$ cat config.mk
export PLATFORM = sky130hd
export DESIGN_NAME = hpel_hfilt6
export DESIGN_NICKNAME = d
export VERILOG_FILES = /design/src/rtl/hpel_pkg.sv /design/src/rtl/hpel_tap6.sv /design/src/rtl/hpel_row.sv /design/src/rtl/hpel_hfilt6.sv
export SDC_FILE = /design/constraint.sdc
export NUM_CORES = 1
export LEC_CHECK = 0
export CORE_ASPECT_RATIO = 0.75
export CORE_UTILIZATION = 63
export DETAILED_ROUTE_END_ITERATION = 8
export HOLD_SLACK_MARGIN = 0.08
export PLACE_DENSITY_LB_ADDON = 0.08
export SLEW_MARGIN = 20
export SYNTH_ARGS = -nofsm -noshare
export SYNTH_HDL_FRONTEND = slang
export SYNTH_SLANG_ARGS = --single-unit
$ cat constraint.sdc
create_clock -name clk -period 2.1 [get_ports clk]
set_input_delay 0.42 -clock clk [delete_from_list [all_inputs] [get_ports clk]]
set_output_delay 0.42 -clock clk [all_outputs]
set_load 0.01 [all_outputs]
$ cat src/rtl/hpel_pkg.sv
package hpel_pkg;

    typedef enum logic [1:0] {
        ST_IDLE = 2'd0,
        ST_LOAD = 2'd1,
        ST_EMIT = 2'd2
    } hpel_state_e;

endpackage

$ cat src/rtl/hpel_tap6.sv
module hpel_tap6 #(
    parameter int PIX_W = 8
) (
    input  logic [6*PIX_W-1:0] win,
    output logic [PIX_W-1:0]   pel
);
    localparam int SUM_W = PIX_W + 8;
    localparam int BIAS  = (1 << PIX_W) - 1;
    localparam int RM    = 32 * BIAS - 16;
    localparam int CAP   = (1 << (PIX_W + 5)) - 1;

    logic [SUM_W-1:0] b [6];
    logic [SUM_W-1:0] pos_s, neg_s, biased, net, capped;

    always_comb begin
        for (int i = 0; i < 6; i++) begin
            b[i] = SUM_W'(win[i*PIX_W +: PIX_W]) + SUM_W'(BIAS);
        end
        pos_s  = b[0] + b[5] + (b[2] + b[3]) * SUM_W'(20);
        neg_s  = (b[1] + b[4]) * SUM_W'(5);
        biased = pos_s - neg_s;
        net    = (biased > SUM_W'(RM)) ? biased - SUM_W'(RM) : '0;
        capped = (net > SUM_W'(CAP)) ? SUM_W'(CAP) : net;
        pel    = PIX_W'(capped >> 5);
    end
endmodule

$ cat src/rtl/hpel_row.sv
module hpel_row #(
    parameter int PIX_W = 8,
    parameter int OUT_N = 4
) (
    input  logic [(OUT_N+5)*PIX_W-1:0] row_in,
    output logic [OUT_N*PIX_W-1:0]     row_out
);
    genvar k;
    generate
        for (k = 0; k < OUT_N; k++) begin : g_win
            hpel_tap6 #(.PIX_W(PIX_W)) u_tap (
                .win (row_in[k*PIX_W +: 6*PIX_W]),
                .pel (row_out[k*PIX_W +: PIX_W])
            );
        end
    endgenerate
endmodule

$ cat src/rtl/hpel_hfilt6.sv
module hpel_hfilt6 #(
    parameter int PIX_W          = 8,
    parameter int OUT_PER_ROW    = 4,
    parameter int ROWS_PER_PASS  = 2,
    parameter int ROWS_PER_BLOCK = 4
) (
    input  logic                                     clk,
    input  logic                                     rst_n,
    input  logic                                     start,
    input  logic                                     in_valid,
    output logic                                     in_ready,
    input  logic [ROWS_PER_PASS*(OUT_PER_ROW+5)*PIX_W-1:0] in_pair,
    output logic                                     out_valid,
    input  logic                                     out_ready,
    output logic [OUT_PER_ROW*PIX_W-1:0]             out_data,
    output logic                                     done
);
    import hpel_pkg::*;

    localparam int ROW_IN_W  = (OUT_PER_ROW + 5) * PIX_W;
    localparam int ROW_OUT_W = OUT_PER_ROW * PIX_W;
    localparam int PASSES    = ROWS_PER_BLOCK / ROWS_PER_PASS;
    localparam int ROW_CW    = (ROWS_PER_PASS > 1) ? $clog2(ROWS_PER_PASS) : 1;
    localparam int PASS_CW   = (PASSES > 1) ? $clog2(PASSES) : 1;

    typedef struct packed {
        hpel_state_e                             state;
        logic [ROWS_PER_PASS-1:0][ROW_OUT_W-1:0] res;
        logic [ROW_CW-1:0]                       row;
        logic [PASS_CW-1:0]                      pass;
        logic                                    done;
    } hpel_regs_t;

    hpel_regs_t r_d, r_q;
    logic [ROWS_PER_PASS-1:0][ROW_OUT_W-1:0] filt;

    genvar g;
    generate
        for (g = 0; g < ROWS_PER_PASS; g++) begin : g_lane
            hpel_row #(.PIX_W(PIX_W), .OUT_N(OUT_PER_ROW)) u_row (
                .row_in  (in_pair[g*ROW_IN_W +: ROW_IN_W]),
                .row_out (filt[g])
            );
        end
    endgenerate

    always_comb begin
        r_d      = r_q;
        r_d.done = 1'b0;
        case (r_q.state)
            ST_IDLE: begin
                if (start) begin
                    r_d.state = ST_LOAD;
                    r_d.pass  = '0;
                end
            end
            ST_LOAD: begin
                if (in_valid) begin
                    r_d.res   = filt;
                    r_d.row   = '0;
                    r_d.state = ST_EMIT;
                end
            end
            ST_EMIT: begin
                if (out_ready) begin
                    if (r_q.row == ROW_CW'(ROWS_PER_PASS - 1)) begin
                        r_d.row = '0;
                        if (r_q.pass == PASS_CW'(PASSES - 1)) begin
                            r_d.state = ST_IDLE;
                            r_d.done  = 1'b1;
                        end else begin
                            r_d.pass  = r_q.pass + 1'b1;
                            r_d.state = ST_LOAD;
                        end
                    end else begin
                        r_d.row = r_q.row + 1'b1;
                    end
                end
            end
            default: r_d.state = ST_IDLE;
        endcase
    end

    always_ff @(posedge clk or negedge rst_n) begin
        if (!rst_n) begin
            r_q <= '0;
        end else begin
            r_q <= r_d;
        end
    end

    assign in_ready  = (r_q.state == ST_LOAD);
    assign out_valid = (r_q.state == ST_EMIT);
    assign out_data  = r_q.res[r_q.row];
    assign done      = r_q.done;

    AST_STALL_HOLD: assert property (@(posedge clk) disable iff (!rst_n)
        (out_valid && !out_ready) |=> (out_valid && $stable(out_data)));
    AST_NO_OVERLAP: assert property (@(posedge clk) disable iff (!rst_n)
        !(in_ready && out_valid));
    AST_DONE_SINGLE: assert property (@(posedge clk) disable iff (!rst_n)
        done |=> !done);
    AST_DONE_AFTER_TAKE: assert property (@(posedge clk) disable iff (!rst_n)
        done |-> $past(out_valid && out_ready));
    AST_ACCEPT_THEN_EMIT: assert property (@(posedge clk) disable iff (!rst_n)
        (in_valid && in_ready) |=> (out_valid && !in_ready));
    AST_IDLE_AFTER_DONE: assert property (@(posedge clk) disable iff (!rst_n)
        done |-> (!in_ready && !out_valid));
endmodule

==> qor.yml, run 1 <==
status: "aborted with a tool error"
stop_stage: "clock tree synthesis"
first-error: "[ERROR DPL-0038] Utilization greater than 100%, impossible to legalize"
ys_warn_count: 0
clk_path_buf_depth: 2
die_y_um: 184
yosysMostFrequentCell: "inv_1"
ios: 184
routabilityCongestion: 1.08
io_buffers: 183
core.rowCount: 66
synth_fp_nets: 4194
async_reset_ff_share_pct: 100
yosysTopAreaCellShare_pct: 22.5
h-tree-depth: 3
cts_resized: 618
yosys-top-cells-area: "ha_1 (23%), fa_1 (16%), inv_1 (7.6%)"
numCtsBuffers: 9
cts_sinks: 69
place_ws_ps: -5890
hold_buffers: 1
yosysSeqAreaShare_pct: 6.19
yosysTopAreaCell: "ha_1"
synth.top_cells.by_count: "inv_1 (562), ha_1 (502), fa_1 (228), xnor2_1 (226), a21oi_1 (167)"
synth_cell_types: 106
synthFlopType: "dfrtp_1"
synth-edff-count: 0
ys_ff_latch: 69
post-cts-setup-buffers: 165
root_buffer: "clkbuf_16"
synth_area_um2: 27900
avgSynthCellArea_um2: 8.41
place.detailed.hpwl_um: 94200
dpl_cell_area_um2: 40100
die_w_um: 245
start_util_pct: 64.1
synthCells: 3315
==> cells by family after synthesis <==
| logic type | count (synthesis) | share of synthesized area (%) |
|---|---|---|
| AOI/OAI and AO/OA | 750 | 18.5 |
| adders and majority gates | 751 | 39.7 |
| muxes | 35 | 1.40 |
| and+or+nand+nor | 728 | 13.6 |
| DFF | 69 | 6.19 |
| buffers and inverters | 596 | 8.09 |
| xor gates and xnor gates | 386 | 12.5 |
==> per-stage QoR <==
| step | std cells | TNS (ps) |
|---|---|---|
| 3_5_place_dp | 5102 | -368360 |
| 3_3_place_gp | 5102 | -344490 |
| 2_1_floorplan | 3315 | -290470 |
==> run 2, diff against run 1 <==
CORE_ASPECT_RATIO = default   (was 0.75)
CORE_UTILIZATION = 40   (was 63)
HOLD_SLACK_MARGIN = default   (was 0.08)
PLACE_DENSITY_LB_ADDON = 0.15   (was 0.08)
==> qor.yml, run 2 <==
die_w_um: 266  # +8.6%
final.setup.tns_ps: -291720
period_needed_ps: 6970
status: "finished, violations left"
cts_sinks: 69  # unchanged
worst-r2r-cell-count: 5
regToRegEndpoint: "r_q[49]"
skew_ps: 14.8
ys_ff_latch: 69  # unchanged
critical_path_class: "in2reg"
synth-edff-count: 0  # unchanged
crit_required_ps: 2340
drive_gt1_share_pct: 44.5
crit_path_end_kind: "flip-flop"
yosysTopAreaCell: "ha_1"
regMostFlops: "r_q"
final_cell_mix: "buf_4 (1253), inv_1 (496), ha_1 (385), fa_1 (210), xnor2_1 (170)"
worst-r2r-setup-slack_ps: 390
dr.pass1.iters: 5
hold_violations: 0
dieArea_um2: 70800
grt_usage_pct: 24.9
cp-start-kind: "primary input"
place.detailed.hpwl_um: 73900  # -22%
synthCells: 3315  # unchanged
r2r_start: "r_q[67]"
fillerInstances: 5572
crit_path_max_fanout: 8
fmax_mhz: 144
hp-class: "in2async"
finalSetupViolCount: 64
numCtsBuffers: 9  # unchanged
clk_path_buf_depth: 2  # unchanged
maxCapViolations: 0
nNetsFinal: 5678
antenna_found_initial: 1
num_vias: 28500
crit_family: "adder cells"
holdWs_ps: 476
dpl_cell_area_um2: 41100  # +2.5%
synth_area_um2: 27900  # unchanged
ant_nets: 0
grt_pass1_wl_um: 143000
critical_path_arrival_ps: 7210
cts.clk_slew.worst_paths_ps: 60
synth_cell_types: 106  # unchanged
layout_commonest_cell: "buf_4"
ios: 184  # unchanged
crit_path_max_incr_delay_ps: 580
core.rowCount: 96  # +45%
maxSlewViolCount: 0
worst_slew_margin_rel_pct: 60.5
core_um2: 68800
place_ws_ps: -5630  # +261 ps
synthFlopType: "dfrtp_1"
async_reset_ff_share_pct: 100  # unchanged
drtIter0Drc: 1104
cts_tree: "done"
yosysSeqAreaShare_pct: 6.19  # unchanged
largest_reg_flops: 68
yosysTopAreaCellShare_pct: 22.5  # unchanged
diodes: 0
finalCritPeriodShare_pct: 332
root_buffer: "clkbuf_16"
final_area_um2: 46000
worst_pin_slew_ps: 585
ys_warn_count: 0  # unchanged
h-tree-depth: 3  # unchanged
rsz0062_at_grt: "true"
seqCellArea_um2: 1730
io_buffers: 183  # unchanged
syn2layout_area_growth_pct: 64.9
worst_slack_ps: -4870
grt_max_degree: 54
first_global_vias: 29200
yosysMostFrequentCell: "inv_1"
vias_per_cell: 4.97
gr-total-overflow: 0
yosys-top-cells-area: "ha_1 (23%), fa_1 (16%), inv_1 (7.6%)"
multiInputGateArea_um2: 28600
slowest_stage: "or4_4"
synth.top_cells.by_count: "inv_1 (562), ha_1 (502), fa_1 (228), xnor2_1 (226), a21oi_1 (167)"
start_util_pct: 40.5  # -24 points
avgSynthCellArea_um2: 8.41  # unchanged
violations: "setup timing"
wl_um: 89100
avgRoutedWirePerCell_um: 15.5
synth_fp_nets: 4194  # unchanged
die_y_um: 266  # +44%
worst-path-buf-inv: 10
routabilityCongestion: 0.922  # -15%
drc: 0
clk_latency_ps: 360
run 2: worst max-delay path by stage:
stage                     slack (ps)  depth (start not counted)    startpoint  endpoint
after floorplan                -4870                         28  in_pair[104]   r_q[57]
after global placement         -5580                         31  in_pair[112]   r_q[55]
after detailed placement       -5630                         31  in_pair[112]   r_q[52]
after CTS                      -4820                         31  in_pair[112]   r_q[55]
after global routing           -5040                         33  in_pair[112]   r_q[55]
final                          -4870                         33  in_pair[112]   r_q[55]
run 2: stage by stage:
step / cells / util, %
after floorplan: 3315 / -
after global placement: 5531 / 59.8
after detailed placement: 5531 / 59.8
after CTS: 5692 / 64.6
after global routing: 5735 / 66.8
final: 5735 / 66.8
run 2: layout make-up:
class                      instances  share of cell area [%]
clock buffer                      10                   0.520
clock inverter                     6                   0.101
inverter                         565                    4.79
multi-input combinational       2651                    62.2
sequential                        69                    3.76
tap                              931                    2.53
timing repair buffer            1503                    26.1
run 2: kinds of logic after synthesis:
kind of cell	after synthesis	share of synthesized area, %
xor+xnor	386	12.5
fa+ha+maj	751	39.7
flops	69	6.19
simple gates	728	13.6
mux	35	1.40
buf+inv	596	8.09
compound gates	750	18.5
run 2: routing by layer:
| metal | vias to the layer above | routed length, um | track usage [%] |
|---|---|---|---|
| li1 | 14400 | - | - |
| met1 | 13600 | 41200 | 33.9 |
| met2 | 380 | 43600 | 43.2 |
| met3 | 80 | 3010 | 2.50 |
| met4 | 0 | 1220 | 3.37 |
| met5 | - | 0 | 0 |
run 2: worst register-to-register path: stages, from the launching register on:
cell	delay [ps]
dfrtp_1	440
nor2b_2	260
nand2_2	160
buf_12	210
a21o_2	360
a32oi_2	190
run 2: what timing repair did:
item / 4_1_cts / 5_1_grt
setup buffers: 147 / 52
cloned: 2 / 1
endpoints found under the setup margin: 97 / 85
hold endpoints to repair: 16 / 0
pin swaps: 343 / 267
hold buffers: 1 / 0
resized for setup: 599 / 251
Power of run 2 is not shown: default switching activity piles up to over one toggle a cycle in this logic, so the estimate is an artifact.
==> run 3, diff against run 2 <==
MAX_ROUTING_LAYER = met4   (was default)
SLEW_MARGIN = default   (was 20)
==> qor.yml, run 3 (synthesis gave the netlist of run 2 again) <==
wl_um: 88700  # -0.43%
vias_per_cell: 5.00  # +0.59%
hold_violations: 0  # unchanged
critical_path_class: "in2reg"
core_um2: 68800  # unchanged
violations: "setup timing"
cts_tree: "done"
root_buffer: "clkbuf_16"
rsz0062_at_grt: "true"
skew_ps: 9.68  # -5.17 ps
ant_nets: 0  # unchanged
finalSetupViolCount: 64  # unchanged
start_util_pct: 40.5  # unchanged
clk_path_buf_depth: 2  # unchanged
fillerInstances: 5645  # +1.3%
critical_path_arrival_ps: 7180  # -30 ps
final_area_um2: 45500  # -0.99%
io_buffers: 183  # unchanged
die_w_um: 266  # unchanged
clk_latency_ps: 350  # about the same
num_vias: 28600  # +0.54%
maxSlewViolCount: 0  # unchanged
cts.clk_slew.worst_paths_ps: 70  # about the same
drtIter0Drc: 1145  # +3.7%
regToRegEndpoint: "r_q[43]"
finalCritPeriodShare_pct: 330  # -1.4 points
crit_path_end_kind: "flip-flop"
regMostFlops: "r_q"
place.detailed.hpwl_um: 74400  # +0.74%
grt_usage_pct: 25.7  # +0.80 points
numCtsBuffers: 9  # unchanged
grt_pass1_wl_um: 143000  # +0.31%
period_needed_ps: 6940  # -29.4 ps
hp-class: "in2async"
nNetsFinal: 5675  # -0.053%
crit_path_max_incr_delay_ps: 560  # -20 ps
avgRoutedWirePerCell_um: 15.5  # -0.38%
place_ws_ps: -5630  # -3.19 ps
dpl.cell_count: 5542  # +0.20%
cp-start-kind: "primary input"
r2r_start: "r_q[67]"
hold_buffers: 0  # -1
die_y_um: 266  # unchanged
diodes: 0  # unchanged
seqCellArea_um2: 1730  # unchanged
largest_reg_flops: 68  # unchanged
stdcell_count: 5732  # -0.052%
worst-r2r-setup-slack_ps: 430  # +40 ps
layout_commonest_cell: "buf_4"
h-tree-depth: 3  # unchanged
drc: 0  # unchanged
gr-total-overflow: 0  # unchanged
crit_path_max_fanout: 8  # unchanged
worst-r2r-cell-count: 5  # unchanged
syn2layout_area_growth_pct: 63.3
worst_pin_slew_ps: 610  # +24.9 ps
dieArea_um2: 70800  # unchanged
ios: 184  # unchanged
maxCapViolations: 0  # unchanged
status: "finished, violations left"
cts_sinks: 69  # unchanged
slowest_stage: "or4_4"
worst_slew_margin_rel_pct: 59.0  # -1.5 points
dpl_cell_area_um2: 41200  # +0.26%
drive_gt1_share_pct: 43.4  # -1.1 points
grt_max_degree: 55  # +1.9%
final.setup.tns_ps: -291520  # +194 ps
worst_slack_ps: -4840  # +29.4 ps
crit_required_ps: 2340  # about the same
core.rowCount: 96  # unchanged
antenna_found_initial: 1  # unchanged
fmax_mhz: 144  # +0.42%
first_global_vias: 29500  # +1.2%
dr.pass1.iters: 5  # unchanged
multiInputGateArea_um2: 28200  # -1.3%
routabilityCongestion: 0.949  # +3.0%
final_cell_mix: "buf_4 (1262), inv_1 (497), ha_1 (403), fa_1 (213), xnor2_1 (173)"
==> run 3: cell count changes in the layout (fill, tap and decap cells not counted), moves of 8 or more <==
cell	before	now
buf_2	22	14
ha_1	385	403
buf_4	1253	1262
ha_4	108	93
o21ai_1	52	60
clkbuf_2	4	19
buf_6	68	47
==> run 3: final cells by class <==
type,count,area share (%)
repair buffers,1500,26.2
flip-flops and latches,69,3.80
multi-input cells,2651,62.0
clock inverters,6,0.102
well taps,931,2.56
inverters,565,4.81
clock buffers,10,0.525
==> run 3: what timing repair did <==
| item | CTS | global route |
|---|---|---|
| gates resized for setup | 526 | 204 |
| gates cloned | 1 | 2 |
| setup endpoints to repair | 96 | 95 |
| setup buffers | 128 | 52 |
| pin swaps | 359 | 173 |
==> run 3: critical path, delay by kind of cell <==
family                   cells  cell delay (ps)
adder cells (fa/ha/maj)      7             2560
AND/OR/NAND/NOR              6             1520
AO/OA/AOI/OAI                7             1430
buffers and inverters        8              720
XOR/XNOR                     3              500
==> run 3: how the worst max path moves through the flow <==
stage	depth (start not counted)	startpoint	slack (ps)	endpoint
final	31	in_pair[112]	-4840	r_q[55]
after floorplan	28	in_pair[104]	-4870	r_q[57]
after CTS	31	in_pair[112]	-4790	r_q[55]
after detailed placement	30	in_pair[104]	-5630	r_q[44]
after global routing	31	in_pair[112]	-5080	r_q[55]
after global placement	31	in_pair[48]	-5570	r_q[29]
==> run 3: metrics by stage <==
step | utilization [%] | hold WS [ps]
finish | 66.1 | 14.6
detailed placement | 59.9 | 394
global placement | 59.9 | 387
floorplan | - | 124
CTS | 64.4 | 15.9
global route | 66.1 | 38.3
==> run 3: metal layers <==
| metal | routed length [um] | global-route usage (%) | share of wire, % | vias to the layer above |
|---|---|---|---|---|
| met3 | 2920 | 2.40 | 3.3 | 105 |
| met2 | 43100 | 43.5 | 49 | 384 |
| met5 | 0 | - | 0 | - |
| li1 | - | - | - | 14400 |
| met1 | 41300 | 33.8 | 47 | 13700 |
| met4 | 1400 | 3.88 | 1.6 | 0 |
Power of run 3 is left out for the same reason.
